===== src/rtl/irq_redir_pkg.sv =====
package irq_redir_pkg;

    // bus offsets and fixed window indices
    localparam logic [7:0] OFS_SEL = 8'h00;
    localparam logic [7:0] OFS_WIN = 8'h10;
    localparam logic [7:0] IDX_ID  = 8'h00;
    localparam logic [7:0] IDX_VER = 8'h01;
    localparam logic [7:0] IDX_ARB = 8'h02;

    // stored portion of a redirection entry (only bits that carry state)
    typedef struct packed {
        logic [7:0] dest;
        logic       mask;
        logic       level;
        logic       rack;
        logic       pol;
        logic       dst_logical;
        logic [2:0] dmode;
        logic [7:0] vec;
    } entry_t;

    typedef struct packed {
        logic [7:0] dest;
        logic       dst_logical;
        logic [2:0] dmode;
        logic [7:0] vec;
        logic       level;
    } msg_t;

    typedef struct packed {
        logic [7:0]  sel;
        logic [3:0]  id;
        logic [31:0] rdata;
        logic        dv;
        msg_t        msg;
    } ctl_t;

    function automatic entry_t entry_rst();
        entry_t e;
        e      = '0;
        e.mask = 1'b1;
        return e;
    endfunction

    // bits 31:0 as seen through the window
    function automatic logic [31:0] entry_lo(entry_t e);
        return {15'd0, e.mask, e.level, e.rack, e.pol, 1'b0,
                e.dst_logical, e.dmode, e.vec};
    endfunction

    // bits 63:32 as seen through the window
    function automatic logic [31:0] entry_hi(entry_t e);
        return {e.dest, 24'd0};
    endfunction

endpackage


===== src/rtl/irq_redir_cond.sv =====
// Per-line input conditioning: polarity, edge history and next request bit.
module irq_redir_cond #(
    parameter bit HAS_SRC = 1'b1
) (
    input  logic clk,
    input  logic rst_n,
    input  logic raw,
    input  logic pol,
    input  logic level,
    input  logic mask,
    input  logic req_q,
    input  logic served,
    output logic req_d
);
    logic prev_d, prev_q;
    logic active, rise;

    always_comb begin
        active = HAS_SRC ? (raw ^ pol) : 1'b0;
        rise   = active & ~prev_q;
        prev_d = active;
        if (level) begin
            req_d = active;
        end else begin
            // a new transition wins over a same-cycle launch clear
            req_d = (req_q & ~served) | (rise & ~mask);
        end
    end

    always_ff @(posedge clk) begin
        if (!rst_n) prev_q <= 1'b0;
        else        prev_q <= prev_d;
    end
endmodule


===== src/rtl/irq_redir_pick.sv =====
// Lowest-index-first selection among eligible lines.
module irq_redir_pick #(
    parameter int N  = 24,
    parameter int IW = 5
) (
    input  logic [N-1:0]  elig,
    output logic [N-1:0]  grant,
    output logic [IW-1:0] idx,
    output logic          any
);
    always_comb begin
        grant = elig & (~elig + {{(N-1){1'b0}}, 1'b1});
        any   = |elig;
        idx   = '0;
        for (int i = N - 1; i >= 0; i--) begin
            if (elig[i]) idx = IW'(i);
        end
    end
endmodule


===== src/rtl/irq_redir_ctrl.sv =====
module irq_redir_ctrl
    import irq_redir_pkg::*;
#(
    parameter int         NUM_LINES = 24,
    parameter int         ADDR_W    = 12,
    parameter logic [7:0] TBL_BASE  = 8'h10,
    parameter logic [7:0] VER_CODE  = 8'h20
) (
    input  logic                 clk,
    input  logic                 rst_n,
    input  logic [NUM_LINES-1:0] irq_in,
    input  logic [ADDR_W-1:0]    bus_addr,
    input  logic                 bus_wr,
    input  logic                 bus_rd,
    input  logic                 bus_word,
    input  logic [31:0]          bus_wdata,
    output logic [31:0]          bus_rdata,
    input  logic                 eoi_valid,
    input  logic [7:0]           eoi_vector,
    output logic                 dlv_valid,
    input  logic                 dlv_ready,
    output logic [7:0]           dlv_dest,
    output logic                 dlv_dest_mode,
    output logic [2:0]           dlv_mode,
    output logic [7:0]           dlv_vector,
    output logic                 dlv_level
);
    localparam int IW       = (NUM_LINES > 1) ? $clog2(NUM_LINES) : 1;
    localparam int TBL_SPAN = 2 * NUM_LINES;

    ctl_t   ctl_d, ctl_q;
    entry_t tbl_d [NUM_LINES];
    entry_t tbl_q [NUM_LINES];

    logic [NUM_LINES-1:0] irr_d, irr_q, req_next, raw;
    logic [NUM_LINES-1:0] mask_v, level_v, pol_v, elig, grant, served;
    logic [IW-1:0]        pick_idx;
    logic                 pick_any, launch;
    logic                 sel_hit, win_hit, in_tbl, hi_half;
    logic [7:0]           sel_off;
    logic [31:0]          rd_val;
    logic                 addr_unused, wdata_unused;

    assign addr_unused  = ^bus_addr[ADDR_W-1:8];
    assign wdata_unused = ^{bus_wdata[23:17], bus_wdata[14], bus_wdata[12]};

    // per-line conditioning
    for (genvar i = 0; i < NUM_LINES; i++) begin : g_line
        assign mask_v[i]  = tbl_q[i].mask;
        assign level_v[i] = tbl_q[i].level;
        assign pol_v[i]   = tbl_q[i].pol;
        assign elig[i]    = irr_q[i] & ~tbl_q[i].mask & ~(tbl_q[i].level & tbl_q[i].rack);
        if (i == 2) begin : g_merge
            assign raw[i] = irq_in[0] | irq_in[2];
        end else begin : g_direct
            assign raw[i] = irq_in[i];
        end
        irq_redir_cond #(.HAS_SRC(i != 0)) u_cond (
            .clk    (clk),
            .rst_n  (rst_n),
            .raw    (raw[i]),
            .pol    (pol_v[i]),
            .level  (level_v[i]),
            .mask   (mask_v[i]),
            .req_q  (irr_q[i]),
            .served (served[i]),
            .req_d  (req_next[i])
        );
    end

    irq_redir_pick #(.N(NUM_LINES), .IW(IW)) u_pick (
        .elig  (elig),
        .grant (grant),
        .idx   (pick_idx),
        .any   (pick_any)
    );

    assign launch = pick_any & (~ctl_q.dv | dlv_ready);
    assign served = launch ? grant : '0;

    always_comb begin
        ctl_d = ctl_q;
        tbl_d = tbl_q;
        irr_d = req_next;

        sel_hit = (bus_addr[7:0] == OFS_SEL);
        win_hit = (bus_addr[7:0] == OFS_WIN);
        sel_off = ctl_q.sel - TBL_BASE;
        in_tbl  = (ctl_q.sel >= TBL_BASE) && (int'(sel_off) < TBL_SPAN);
        hi_half = sel_off[0];

        // window read value
        rd_val = '0;
        case (ctl_q.sel)
            IDX_ID:  rd_val = {4'd0, ctl_q.id, 24'd0};
            IDX_VER: rd_val = {8'd0, 8'(NUM_LINES - 1), 8'd0, VER_CODE};
            IDX_ARB: rd_val = '0;
            default: begin
                for (int i = 0; i < NUM_LINES; i++) begin
                    if (in_tbl && int'(sel_off[7:1]) == i)
                        rd_val = hi_half ? entry_hi(tbl_q[i]) : entry_lo(tbl_q[i]);
                end
            end
        endcase

        if (bus_rd) begin
            if (sel_hit)                    ctl_d.rdata = {24'd0, ctl_q.sel};
            else if (win_hit && bus_word)   ctl_d.rdata = rd_val;
            else                            ctl_d.rdata = '0;
        end

        if (bus_wr && sel_hit) ctl_d.sel = bus_wdata[7:0];

        if (bus_wr && win_hit && bus_word) begin
            if (ctl_q.sel == IDX_ID) begin
                ctl_d.id = bus_wdata[27:24];
            end else if (ctl_q.sel != IDX_VER && ctl_q.sel != IDX_ARB && in_tbl) begin
                for (int i = 0; i < NUM_LINES; i++) begin
                    if (int'(sel_off[7:1]) == i) begin
                        if (hi_half) begin
                            tbl_d[i].dest = bus_wdata[31:24];
                        end else begin
                            tbl_d[i].vec         = bus_wdata[7:0];
                            tbl_d[i].dmode       = bus_wdata[10:8];
                            tbl_d[i].dst_logical = bus_wdata[11];
                            tbl_d[i].pol         = bus_wdata[13];
                            tbl_d[i].level       = bus_wdata[15];
                            tbl_d[i].mask        = bus_wdata[16];
                        end
                    end
                end
            end
        end

        // end-of-interrupt: vector-matched remote-acknowledge clear
        for (int i = 0; i < NUM_LINES; i++) begin
            if (eoi_valid && tbl_q[i].rack && tbl_q[i].vec == eoi_vector)
                tbl_d[i].rack = 1'b0;
        end

        // delivery port
        if (ctl_q.dv && dlv_ready) ctl_d.dv = 1'b0;
        if (launch) begin
            ctl_d.dv              = 1'b1;
            ctl_d.msg.dest        = tbl_q[pick_idx].dest;
            ctl_d.msg.dst_logical = tbl_q[pick_idx].dst_logical;
            ctl_d.msg.dmode       = tbl_q[pick_idx].dmode;
            ctl_d.msg.vec         = tbl_q[pick_idx].vec;
            ctl_d.msg.level       = tbl_q[pick_idx].level;
            if (tbl_q[pick_idx].level) tbl_d[pick_idx].rack = 1'b1;
        end
    end

    always_ff @(posedge clk) begin
        if (!rst_n) begin
            ctl_q <= '0;
            irr_q <= '0;
            for (int i = 0; i < NUM_LINES; i++) tbl_q[i] <= entry_rst();
        end else begin
            ctl_q <= ctl_d;
            irr_q <= irr_d;
            for (int i = 0; i < NUM_LINES; i++) tbl_q[i] <= tbl_d[i];
        end
    end

    assign bus_rdata     = ctl_q.rdata;
    assign dlv_valid     = ctl_q.dv;
    assign dlv_dest      = ctl_q.msg.dest;
    assign dlv_dest_mode = ctl_q.msg.dst_logical;
    assign dlv_mode      = ctl_q.msg.dmode;
    assign dlv_vector    = ctl_q.msg.vec;
    assign dlv_level     = ctl_q.msg.level;
endmodule


===== config.mk =====
export PLATFORM = sky130hd
export DESIGN_NAME = irq_redir_ctrl
export DESIGN_NICKNAME = d
export VERILOG_FILES = /design/src/rtl/irq_redir_pkg.sv /design/src/rtl/irq_redir_cond.sv /design/src/rtl/irq_redir_pick.sv /design/src/rtl/irq_redir_ctrl.sv
export SDC_FILE = /design/constraint.sdc
export NUM_CORES = 2
export LEC_CHECK = 0
export BUFFER_PORTS_ARGS = -buffer_cell sky130_fd_sc_hd__buf_2
export CAP_MARGIN = 15
export CORE_ASPECT_RATIO = 0.8
export CORE_UTILIZATION = 63
export CTS_CLUSTER_DIAMETER = 60
export DETAILED_ROUTE_END_ITERATION = 8
export PLACE_DENSITY = 0.79
export SLEW_MARGIN = 5
export SYNTH_ARGS = -nofsm -noshare
export SYNTH_HDL_FRONTEND = slang
export SYNTH_HIERARCHICAL = 1
export SYNTH_SLANG_ARGS = --single-unit

===== constraint.sdc =====
create_clock -name clk -period 4.1 [get_ports clk]
set_input_delay 0.41 -clock clk [delete_from_list [all_inputs] [get_ports clk]]
set_output_delay 0.41 -clock clk [all_outputs]
set_load 0.01 [all_outputs]

==> metrics.md <==
| Metric | Value |
|---|---|
| Status | `finished with violations` |
| Failing checks | `design-rule violations` |
| CTS tree | `yes` |
| Syn avg cell area | `just over 8 um2` |
| Post-synthesis mux area share | `about 8.6%` |
| Simple-Gate Fraction of Synth Area | `21.8%` |
| Post-Route WL | `about 160000 um` |
| Postcts setup bufs | `0` |
| CP top delay family | `compound AO/OA/AOI/OAI gates` |
| Clk pwr share | `approximately half` |
| Gate power share | `~3.8%` |
| Number of buffers and inverters on the critical path | `2` |
| Async set-reset flop share out of synthesis | `0%` |
| Drt drc | `1` |
| First-pass GRT wire length | `232000 um` |
| Top cells by count, synth | `1326 x nand2_1, 682 x dfxtp_1, 534 x a21boi_0` |
| Top cell by count, worst path | `a31oi_1` |
| DR pass1 iterations | `9` |
| FF-to-FF setup slack | `0.05 ns` |
| Antenna-violating nets left | `0` |
| IO buf count | `118` |
| CTS resizes | `0` |
| Clk_skew | `between 0.03 and 0.04 ns` |
| Initial Utilization | `between 60% and 70%` |
| Clock-pin slew on the worst setup and hold paths | `around 0.060 ns` |
| Largest net degree at the start of global routing | `approximately 250` |
| Fillers | `4886` |
| Overall Global Routing Usage | `between 40% and 50%` |
| Initial antenna violation count | `6` |
| Layout cells sized above 1 | `between 10% and 20%` |
| CTS Buffer Depth | `3` |
| Switching Fraction | `between 20% and 30%` |
| Startpoint Class | `register` |
| WL/cell | `28.0 um` |
| Worst Setup End Kind | `register` |
| P&R area growth vs syn | `11.1%` |
| Worst Hold Slack | `~0.069 ns` |
| Fin. max-slew vios | `0` |
| Worst IR drop on VDD | `around 0.34 mV` |
| Max Cap Violations | `0` |
| Peak Freq | `between 200 and 250 MHz` |
| GRT overflow | `0` |
| Worst rel slew slack | `between 10% and 20%` |
| Worst path max stage delay | `around 0.55 ns` |
| Compound-Gate Fraction of Synth Area | `~24%` |
| Largest area contributor in the netlist | `dfxtp_1` |
| Synth Cell Area | `0.0389 mm2` |
| Clock latency on the worst-skew pair | `around 0.65 ns` |
| Die Wd | `about 280 um` |
| Cells after DPL | `approximately 5500` |
| Xor and xnor area share after synthesis | `4.89%` |
| Via density | `about 7.0` |
| Depth of the CTS H-tree | `3` |
| Io pins | `about 140` |
| Worst hold path type | `primary input to register` |
| Synth Area in Adders | `0.0643%` |
| Vert. Die Dim | `about 220 um` |
| CTS sink count | `approximately 680` |
| Fin util | `between 70 and 80%` |
| Syn Inst Count | `approximately 4700` |
| Met1 Wirelength | `56500 um` |
| YS warnings | `6` |
| Critical-path cell list | `inv_1, ha_1, nand3b_1, or2_0, buf_4, a21oi_2, a22oi_1, o21a_1, a31oi_1, o21ai_0, a31oi_1` |
| Top sig layer | `met5` |
| Routed wl met3 | `between 20000 and 25000 um` |
| Worst-margin pin slew | `1.21 ns` |
| Nets | `4855` |
| Seq/Total Area, Yosys | `35.1%` |
| CP arrival | `around 4.6 ns` |
| Sw power | `about 0.0033 W` |
| Multi-input gate area in the final layout | `around 0.023 mm2` |
| Main combinational cell family by area after synthesis | `compound AO/OA/AOI/OAI gates` |
| Post-synth EDFFs | `0` |
| Core area | `approximately 0.061 mm2` |
| Length of routed met2 wiring | `~65000 um` |
| Min Tclk post-route | `4.05 ns` |
| Vias in the first global route | `36700` |
| Final setup vio count | `0` |
| Top cells by area, synth | `dfxtp_1 35%, nand2_1 13%, a21boi_0 10%` |
| Setup repair after global routing missed its margin | `no` |
| Power Internal | `between 0.01 and 0.015 W` |
| Synthesized flop and latch total | `about 700` |
| Pwr Density | `322 mW/mm2` |
| CTS Hold Buffers Added | `0` |
| TNS Setup | `0 ns` |
| Req. time, crit path | `roughly 4.7 ns` |
| Tcrit/Tclk final | `between 90% and 100%` |
| RePlAce Congestion | `between 1 and 1.5` |
| CTS Buf Count | `70` |
| Critical Path Fanout Max | `10` |
| WS Path Type | `register to register` |
| Post-synth top area share | `a little over a third` |
| Most common cell in the netlist | `nand2_1` |
| Hpwl dp | `between 100000 and 150000 um` |
| Sequential share of power | `between 40% and 50%` |
| Non-Filler Instances | `5650` |
| Number of DRC markers in iteration 0 | `~6900` |
| Die Area | `roughly 0.063 mm2` |
| Final hold viol count | `0` |
| Main synth FF type | `dfxtp_1` |
| Std-Cell Rows | `81` |
| Post-synth cell types | `just over 100` |
| LEAKAGE | `approximately 15 nW` |
| Vias | `39500` |
| Critical-path top delay cell | `nand3b_1` |
| Register area | `0.0137 mm2` |
| CTS root buffer | `clkbuf_16` |
-- layout make-up --
class | instances | share of cell area, %
Sequential cell | 682 | 31.6
Timing Repair Buffer | 371 | 6.24
Clock inverter | 25 | 0.730
Tap cell | 830 | 2.40
Antenna cell | 2 | 0.0116
Multi-Input combinational cell | 3585 | 53.8
Clock buffer | 95 | 4.70
Inverter | 60 | 0.521
-- through the flow --
stage               cell area (um2)  setup slack, ns  power [W]
finish                        43200           0.0536     0.0139
global route                  43200          0.00572     0.0141
CTS                           43200            0.109     0.0139
detailed placement            40800            0.139    0.00730
global placement              40800            0.110    0.00730
floorplan                     38900            0.396    0.00715
-- worst reg2reg max path: cells and delay by family, from the launching register on --
| kind | cells | cell delay, ns |
|---|---|---|
| buf+inv | 2 | 0.31 |
| fa+ha+maj | 1 | 0.43 |
| flops | 1 | 0.31 |
| compound gates | 6 | 1.99 |
| simple gates | 2 | 0.94 |
-- path summary, 6_finish.rpt --
path	start	endpoint	cells past startpoint
max	ctl_q[63]	bus_rdata[2]	11
min	irq_in[14]	g_line[14].u_cond/prev_q	3
max reg2reg	ctl_q[63]	bus_rdata[2]	11
min reg2reg	register	register	2
-- routing by layer --
| metal | global-route usage [%] | vias up |
|---|---|---|
| li1 | - | 16700 |
| met1 | 63.1 | 18500 |
| met2 | 71.1 | 3387 |
| met3 | 16.6 | 825 |
| met4 | 32.0 | 12 |
| met5 | 0 | - |
-- cell families after synthesis --
family / count (synthesis)
mux: 171
compound gates: 1260
simple gates: 1930
fa+ha+maj: 2
xor+xnor: 217
flops: 682
other cells: 1
buf+inv: 485
-- power groups by stage --
stage	combinational (W)	sequential, W	clock, W
floorplan	0.000356	0.00679	0
global placement	0.000504	0.00679	0
detailed placement	0.000507	0.00679	0
CTS	0.000509	0.00665	0.00672
global route	0.000548	0.00664	0.00696
finish	0.000530	0.00664	0.00675
-- cell usage in the layout (no fill, tap or decap), types with 42 or more instances in the layout --
| master | instances |
|---|---|
| nor3_1 | 53 |
| o21ai_0 | 71 |
| a21boi_0 | 534 |
| a22oi_1 | 112 |
| mux4_2 | 128 |
| inv_1 | 59 |
| nand2_1 | 1326 |
| a21oi_1 | 120 |
| nand3_1 | 99 |
| a211oi_1 | 42 |
| xnor2_1 | 47 |
| buf_2 | 117 |
| clkbuf_16 | 74 |
| xor2_1 | 170 |
| dfxtp_1 | 679 |
| nor2b_1 | 59 |
| buf_4 | 236 |
| nor2_1 | 140 |
(Power assumes the default switching activity.)
